$ cat src/rtl/swa_pkg.sv
package swa_pkg;

    localparam int          BYTE_W    = 8;
    localparam logic [3:0]  CTRL_CODE = 4'b0110;

    typedef enum logic [2:0] {
        CMD_PROTECT = 3'b000,
        CMD_READ    = 3'b001,
        CMD_WRITE   = 3'b010,
        CMD_ASSIGN  = 3'b100,
        CMD_CLEAR   = 3'b110
    } cmd_e;

    typedef struct packed {
        logic code_ok;
        logic legal;
        logic oe;
        cmd_e cmd;
    } ctrl_t;

    typedef enum logic [2:0] {
        SQ_IDLE,
        SQ_CTRL,
        SQ_ID,
        SQ_BODY,
        SQ_SERIAL,
        SQ_CLRW,
        SQ_SKIP
    } seq_e;

    function automatic ctrl_t decode_ctrl(input logic [BYTE_W-1:0] b);
        ctrl_t r;
        r.code_ok = (b[7:4] == CTRL_CODE);
        r.oe      = b[3];
        r.cmd     = cmd_e'(b[2:0]);
        case (b[2:0])
            3'b000, 3'b001, 3'b010, 3'b100, 3'b110: r.legal = 1'b1;
            default:                                 r.legal = 1'b0;
        endcase
        return r;
    endfunction

    function automatic logic cmd_programs(input cmd_e c);
        return (c == CMD_WRITE) || (c == CMD_PROTECT);
    endfunction

    function automatic logic cmd_uses_id(input cmd_e c);
        return (c == CMD_WRITE) || (c == CMD_PROTECT) || (c == CMD_READ);
    endfunction

endpackage

$ cat src/rtl/swa_line_sync.sv
module swa_line_sync #(
    parameter int STAGES = 2
) (
    input  logic clk,
    input  logic rst,
    input  logic scl_i,
    input  logic sda_i,
    output logic sda_lvl,
    output logic scl_rise,
    output logic scl_fall,
    output logic start_p,
    output logic stop_p
);
    localparam int LAST = STAGES - 1;

    logic [STAGES-1:0] scl_sh;
    logic [STAGES-1:0] sda_sh;
    logic              scl_d;
    logic              sda_d;

    generate
        if (STAGES == 1) begin : g_one
            always_ff @(posedge clk) begin
                if (rst) begin
                    scl_sh <= '1;
                    sda_sh <= '1;
                end else begin
                    scl_sh <= scl_i;
                    sda_sh <= sda_i;
                end
            end
        end else begin : g_many
            always_ff @(posedge clk) begin
                if (rst) begin
                    scl_sh <= '1;
                    sda_sh <= '1;
                end else begin
                    scl_sh <= {scl_sh[STAGES-2:0], scl_i};
                    sda_sh <= {sda_sh[STAGES-2:0], sda_i};
                end
            end
        end
    endgenerate

    always_ff @(posedge clk) begin
        if (rst) begin
            scl_d <= 1'b1;
            sda_d <= 1'b1;
        end else begin
            scl_d <= scl_sh[LAST];
            sda_d <= sda_sh[LAST];
        end
    end

    assign sda_lvl  = sda_sh[LAST];
    assign scl_rise = scl_sh[LAST] & ~scl_d;
    assign scl_fall = ~scl_sh[LAST] & scl_d;
    assign start_p  = scl_sh[LAST] & scl_d & sda_d & ~sda_sh[LAST];
    assign stop_p   = scl_sh[LAST] & scl_d & ~sda_d & sda_sh[LAST];

endmodule

$ cat src/rtl/swa_bit_engine.sv
module swa_bit_engine #(
    parameter int DATA_BITS = 8
) (
    input  logic                 clk,
    input  logic                 rst,
    input  logic                 sda_lvl,
    input  logic                 scl_rise,
    input  logic                 scl_fall,
    input  logic                 start_p,
    input  logic                 stop_p,
    input  logic                 ack_req,
    output logic                 byte_done,
    output logic [DATA_BITS-1:0] rx_byte,
    output logic                 bits_pending,
    output logic                 sda_pull
);
    localparam int                 CNT_W = $clog2(DATA_BITS + 1);
    localparam logic [CNT_W-1:0]   FULL  = CNT_W'(DATA_BITS);
    localparam logic [CNT_W-1:0]   ONE   = CNT_W'(1);

    logic [CNT_W-1:0]     bitcnt;
    logic                 ack_ph;
    logic [DATA_BITS-1:0] shreg;

    assign byte_done    = scl_fall && (bitcnt == FULL) && !ack_ph;
    assign rx_byte      = shreg;
    assign bits_pending = (bitcnt > ONE) || ack_ph;

    always_ff @(posedge clk) begin
        if (rst || start_p || stop_p) begin
            bitcnt   <= '0;
            ack_ph   <= 1'b0;
            sda_pull <= 1'b0;
            if (rst) shreg <= '0;
        end else if (scl_rise && !ack_ph && (bitcnt < FULL)) begin
            shreg  <= {shreg[DATA_BITS-2:0], sda_lvl};
            bitcnt <= bitcnt + ONE;
        end else if (byte_done) begin
            ack_ph   <= 1'b1;
            sda_pull <= ack_req;
        end else if (scl_fall && ack_ph) begin
            ack_ph   <= 1'b0;
            bitcnt   <= '0;
            sda_pull <= 1'b0;
        end
    end

endmodule

$ cat src/rtl/swa_cmd_seq.sv
module swa_cmd_seq
    import swa_pkg::*;
#(
    parameter int ID_W = 8
) (
    input  logic            clk,
    input  logic            rst,
    input  logic            start_p,
    input  logic            stop_p,
    input  logic            byte_done,
    input  logic [ID_W-1:0] rx_byte,
    input  logic            bits_pending,
    input  logic            busy_i,
    input  logic            arb_won_i,
    output logic            ack_req,
    output logic            sel_n_o,
    output logic [ID_W-1:0] id_o,
    output logic            assigned_o,
    output logic            prog_start_o
);
    seq_e            state, nxt;
    cmd_e            cmd_q;
    logic            oe_q;
    logic [ID_W-1:0] id_q;
    logic [ID_W-1:0] new_id_q;
    logic            asg_q;
    logic            fuse_q;
    logic            sel_q;
    logic            prog_q;
    ctrl_t           ctl;

    always_comb begin
        ctl     = decode_ctrl(rx_byte);
        ack_req = 1'b0;
        nxt     = state;
        if (byte_done) begin
            case (state)
                SQ_CTRL: begin
                    ack_req = ctl.code_ok && ctl.legal && !busy_i
                              && !((ctl.cmd == CMD_ASSIGN) && asg_q)
                              && !((ctl.cmd == CMD_PROTECT) && fuse_q);
                    nxt = ack_req ? SQ_ID : SQ_SKIP;
                end
                SQ_ID: begin
                    if (cmd_q == CMD_ASSIGN) begin
                        ack_req = !busy_i;
                        nxt     = ack_req ? SQ_SERIAL : SQ_SKIP;
                    end else if (cmd_q == CMD_CLEAR) begin
                        ack_req = !busy_i;
                        nxt     = ack_req ? SQ_CLRW : SQ_SKIP;
                    end else begin
                        ack_req = (rx_byte == id_q) && !busy_i;
                        nxt     = ack_req ? SQ_BODY : SQ_SKIP;
                    end
                end
                SQ_BODY:  ack_req = cmd_programs(cmd_q) && !busy_i;
                SQ_CLRW:  nxt = SQ_SKIP;
                default:  ack_req = 1'b0;
            endcase
        end
    end

    always_ff @(posedge clk) begin
        if (rst) begin
            state    <= SQ_IDLE;
            cmd_q    <= CMD_READ;
            oe_q     <= 1'b0;
            id_q     <= '0;
            new_id_q <= '0;
            asg_q    <= 1'b0;
            fuse_q   <= 1'b0;
            sel_q    <= 1'b0;
            prog_q   <= 1'b0;
        end else begin
            prog_q <= 1'b0;
            if (start_p) begin
                state <= SQ_CTRL;
                sel_q <= 1'b0;
            end else if (stop_p) begin
                state <= SQ_IDLE;
                sel_q <= 1'b0;
                if ((state == SQ_SERIAL) && arb_won_i) begin
                    id_q  <= new_id_q;
                    asg_q <= 1'b1;
                end
                if ((state == SQ_CLRW) && !bits_pending) begin
                    id_q  <= '0;
                    asg_q <= 1'b0;
                end
                if ((state == SQ_BODY) && cmd_programs(cmd_q)) begin
                    prog_q <= 1'b1;
                    if (cmd_q == CMD_PROTECT) fuse_q <= 1'b1;
                end
            end else begin
                state <= nxt;
                if (byte_done && (state == SQ_CTRL)) begin
                    cmd_q <= ctl.cmd;
                    oe_q  <= ctl.oe;
                end
                if (byte_done && (state == SQ_ID) && ack_req) begin
                    if (cmd_q == CMD_ASSIGN) new_id_q <= rx_byte;
                    if (cmd_q != CMD_CLEAR) sel_q <= 1'b1;
                end
            end
        end
    end

    assign sel_n_o      = ~(sel_q & oe_q);
    assign id_o         = id_q;
    assign assigned_o   = asg_q;
    assign prog_start_o = prog_q;

    logic unused_ok;
    assign unused_ok = cmd_uses_id(cmd_q);

endmodule

$ cat src/rtl/swa_front.sv
module swa_front
    import swa_pkg::*;
#(
    parameter int SYNC_STAGES = 2,
    parameter int ID_W        = BYTE_W
) (
    input  logic            clk,
    input  logic            rst,
    input  logic            scl_i,
    input  logic            sda_i,
    input  logic            busy_i,
    input  logic            arb_won_i,
    output logic            sda_pull_o,
    output logic            sel_n_o,
    output logic [ID_W-1:0] id_o,
    output logic            assigned_o,
    output logic            prog_start_o
);
    logic            sda_lvl;
    logic            scl_rise;
    logic            scl_fall;
    logic            start_p;
    logic            stop_p;
    logic            ack_req;
    logic            byte_done;
    logic [ID_W-1:0] rx_byte;
    logic            bits_pending;

    swa_line_sync #(.STAGES(SYNC_STAGES)) u_sync (
        .clk      (clk),
        .rst      (rst),
        .scl_i    (scl_i),
        .sda_i    (sda_i),
        .sda_lvl  (sda_lvl),
        .scl_rise (scl_rise),
        .scl_fall (scl_fall),
        .start_p  (start_p),
        .stop_p   (stop_p)
    );

    swa_bit_engine #(.DATA_BITS(ID_W)) u_bits (
        .clk          (clk),
        .rst          (rst),
        .sda_lvl      (sda_lvl),
        .scl_rise     (scl_rise),
        .scl_fall     (scl_fall),
        .start_p      (start_p),
        .stop_p       (stop_p),
        .ack_req      (ack_req),
        .byte_done    (byte_done),
        .rx_byte      (rx_byte),
        .bits_pending (bits_pending),
        .sda_pull     (sda_pull_o)
    );

    swa_cmd_seq #(.ID_W(ID_W)) u_seq (
        .clk          (clk),
        .rst          (rst),
        .start_p      (start_p),
        .stop_p       (stop_p),
        .byte_done    (byte_done),
        .rx_byte      (rx_byte),
        .bits_pending (bits_pending),
        .busy_i       (busy_i),
        .arb_won_i    (arb_won_i),
        .ack_req      (ack_req),
        .sel_n_o      (sel_n_o),
        .id_o         (id_o),
        .assigned_o   (assigned_o),
        .prog_start_o (prog_start_o)
    );

endmodule

$ cat config.mk
export PLATFORM = sky130hd
export DESIGN_NAME = swa_front
export DESIGN_NICKNAME = d
export VERILOG_FILES = /design/src/rtl/swa_pkg.sv /design/src/rtl/swa_line_sync.sv /design/src/rtl/swa_bit_engine.sv /design/src/rtl/swa_cmd_seq.sv /design/src/rtl/swa_front.sv
export SDC_FILE = /design/constraint.sdc
export NUM_CORES = 1
export LEC_CHECK = 0
export CAP_MARGIN = 40
export CORE_MARGIN = 4
export CORE_UTILIZATION = 40
export DETAILED_ROUTE_END_ITERATION = 16
export PLACE_DENSITY_LB_ADDON = 0.25
export SYNTH_ARGS = -nofsm -noshare
export SYNTH_HDL_FRONTEND = slang
export SYNTH_SLANG_ARGS = --single-unit
$ cat constraint.sdc
create_clock -name clk -period 2.5 [get_ports clk]
set_clock_uncertainty 0.05 [all_clocks]
set_input_delay 0.375 -clock clk [delete_from_list [all_inputs] [get_ports clk]]
set_output_delay 0.375 -clock clk [all_outputs]
set_load 0.05 [all_outputs]
==> results by group <==
Run status
  • Status: complete, no violations

STA
  • Fmax: 0.4682 GHz
  • Count of final max-slew check failures: 0
  • Period minus WS final: 2.136 ns
  • Final Hold Viols: 0
  • Setup TNS: 0 ns
  • RSZ-0062 raised after global routing: false
  • Tcrit/Tclk final: 85.43%
  • Hold Slack: 0.3623 ns
  • Max transition margin: 58.26%
  • Worst slew pin tran: 0.6214 ns
  • Final setup violation count: 0

CTS
  • Post-CTS setup buffers: 0
  • Hold_buf cts: 0
  • CTS Buf Count: 5
  • Clk Latency, worst-skew pair: 0.30 ns
  • Post-CTS Resized: 0
  • CTS tree: built
  • CTS Buffer Depth: 2
  • Clock-pin slew on the worst setup and hold paths: 0.09 ns
  • Clock Tree Root: clkbuf_8
  • H-tree depth: 2
  • Num Clock Sinks: 47

Routing
  • Remaining antenna violation count after routing: 0
  • Drt pass-1 iters: 4
  • Wire length per cell: 14.98 µm
  • Remaining DRCs: 0
  • DR vias: 1635
  • Vias per inst: 5.190
  • Total Wirelength: 4718 µm
  • Initial DRC Count: 143

Die
  • Die area: 6659 µm²
  • Die X: 81.61 µm
  • Num ports: 18
  • Core ar.: 5172 µm²
  • Initial core utilization: 41.90%
  • DIE HEIGHT: 81.61 µm
  • Rows: 26

Layout
  • # diodes: 0
  • FILL cells: 494
  • Multi-input logic area: 1079 µm²
  • Synthesis-to-layout area growth: 17.09%
  • Layout Nets: 254
  • Seq. cell area: 1021 µm²
  • Layout cells sized above 1: 12.65%

Synth
  • Syn Area/Cell: 10.08 µm²
  • Mapped cell area: 2167 µm²
  • Commonest cells post-synth: dfxtp_1 (39), nor2_1 (19), nand2_1 (17), mux2i_1 (12), nand2b_1 (10)
  • Post-synth EDFFs: 8
  • Yosys cell types: 49
  • Synthesis Warnings: 0
  • Synth top area cells: dfxtp_1 (36%), edfxtp_1 (11%), mux2i_1 (5.5%)
  • Synthesized flop and latch total: 47
  • Most frequent cell after synthesis: dfxtp_1
  • Post-Synthesis Cells: 215
  • Post-synth top area share: 36.03%
  • Net Count, Synth: 225
  • Area leader, netlist: dfxtp_1
  • Top_reg_cell synth: dfxtp_1
  • Asr flop ratio synth: 0%
  • Post-synthesis sequential area ratio: 47.11%

Place
  • I/O Buffers: 17
  • Placer Congestion: 0.8247

Worst setup path
  • Top delay family on crit path: simple AND/OR/NAND/NOR gates
  • Setup crit start: u_bits.bitcnt[0]
  • CP peak stage delay: 0.52 ns
  • CP endpoint kind: flip-flop
  • CP startpoint kind: flip-flop
  • CP Data Arrival Time: 2.29 ns
  • Worst-path fanout max: 7
  • RR Startpoint: u_bits.bitcnt[0]
  • Critical-path top delay cell: or4_4
  • Required @ worst endpoint: 2.65 ns
  • Setup CP Type: reg -> reg
  • Crit-path cells: inv_1 -> ha_1 -> nand4b_2 -> or4_4 -> nor3b_4 -> nor2b_1 -> a211o_1
  • WP buf/inv: 1

Min path
  • Hold crit path type: reg -> reg
  • Worst hold path startpoint: u_sync.sda_sh[0]

Run
  • Max_cap viols: 0

Power and ir drop
  • Clk network pwr share: 32.8%
  • Power Internal: 1021 µW
  • Leakage: 0.0009140 µW
  • Flop pwr share: 60.5%
  • VDD IR-drop max: 0.0002505 V
  • Sw Ratio: 23.23%
  • Combinational group share of total power: 6.7%
  • Sw Pwr: 309.0 µW
  • Power density cells: 524.3 nW/µm²

GRT
  • Global-route wire length before repair: 7928 µm
  • Antenna violations before repair: 0
  • Largest net degree at the start of global routing: 25
  • GR Util All Layers: 15.90%
  • Vias in the first global route: 1578
  • Total grt overflow: 0
[worst register-to-register path, stage by stage (launching register included)]
cell,delay (ns)
dfxtp_1,0.36
inv_1,0.10
ha_1,0.17
nand4b_2,0.14
or4_4,0.52
nor3b_4,0.35
nor2b_1,0.08
a211o_1,0.26
[through the flow]
| step | cell area [µm²] | std cells | utilization [%] | total power, µW | worst slack, ns |
|---|---|---|---|---|---|
| after floorplan | 2167 | 215 | - | 870.2 | 0.4688 |
| after global placement | 2451 | 306 | 47.39 | 911.9 | 0.3239 |
| after detailed placement | 2456 | 307 | 47.48 | 911.6 | 0.2546 |
| after CTS | 2537 | 315 | 49.06 | 1352 | 0.3296 |
| after global routing | 2537 | 315 | 49.06 | 1403 | 0.2089 |
| final | 2537 | 315 | 49.06 | 1330 | 0.3642 |
[sequential cells by signal, summed over array words and instances (netlist names)]
name	cells
u_sync.scl_d	1
u_sync.sda_sh	2
u_sync.scl_sh	2
u_bits.ack_ph	1
u_seq.prog_start_o	1
u_seq.new_id_q	8
u_seq.assigned_o	1
u_bits.sda_pull	1
u_bits.rx_byte	8
u_seq.cmd_q	3
u_bits.bitcnt	4
u_seq.oe_q	1
u_seq.state	3
u_seq.id_o	8
u_seq.sel_q	1
u_sync.sda_d	1
u_seq.fuse_q	1
[power groups by stage]
stage / logic, µW / registers (µW) / clock network (µW)
floorplan: 54.5 / 816 / 0
global placement: 88.5 / 823 / 0
detailed placement: 88.9 / 823 / 0
CTS: 89.2 / 805 / 458
global route: 98.1 / 807 / 497
finish: 88.8 / 805 / 436
[cells in the final DEF (no fill, tap or decap), types with 2 or more instances in the layout]
cell type	netlist	layout
nor3b_1	2	2
ha_1	4	4
mux2i_1	12	12
dfxtp_1	39	39
nand3_1	3	3
nand4_1	3	3
nor4b_1	2	2
a22o_1	9	9
nor2_1	19	19
nand2b_1	10	10
a21oi_1	6	6
nor3_1	5	5
edfxtp_1	8	8
clkbuf_8	0	5
nand3b_1	3	3
and2_1	7	7
o31ai_1	3	3
xnor2_1	4	4
inv_1	5	5
nor2b_1	4	4
nor4_1	3	3
clkdlybuf4s50_1	0	17
xor2_1	7	7
or2_2	8	8
o21ai_0	4	4
buf_4	1	10
nand2_1	17	17
[cell families (layout without fill, tap and decap cells)]
group / count (synthesis) / in the layout / synth area share [%]
adders and majority gates: 4 / 4 / 2.310
and+or+nand+nor: 96 / 96 / 26.04
DFF: 47 / 47 / 47.11
muxes: 12 / 12 / 5.543
buffers and inverters: 11 / 41 / 3.118
AOI/OAI and AO/OA: 34 / 34 / 11.43
xor gates and xnor gates: 11 / 11 / 4.446
[per-layer routing]
| layer | vias to the layer above | track usage (%) | part of all wire (%) |
|---|---|---|---|
| met3 | 7 | 3.728 | 4.8 |
| met1 | 766 | 20.41 | 46 |
| met5 | - | 0 | 0 |
| li1 | 824 | - | - |
| met2 | 38 | 25.73 | 48 |
| met4 | 0 | 6.478 | 1.6 |
[path summary, 6_finish.rpt]
kind / cells after the start / endpoint / slack (ns)
min reg2reg: 1 / u_sync.sda_sh[1] / 0.36
min: 1 / u_sync.sda_sh[1] / 0.36
max reg2reg: 7 / u_seq.cmd_q[0] / 0.36
max: 7 / u_seq.cmd_q[0] / 0.36
[layout make-up]
class / count / share of cell area, %
inverter: 5 / 0.7396
clock buffer: 6 / 2.860
tap: 70 / 3.452
multi-input combinational: 157 / 42.50
clock inverter: 2 / 0.3452
sequential: 47 / 40.24
timing repair buffer: 28 / 9.862
No activity file was read; power rests on OpenSTA's default activity.
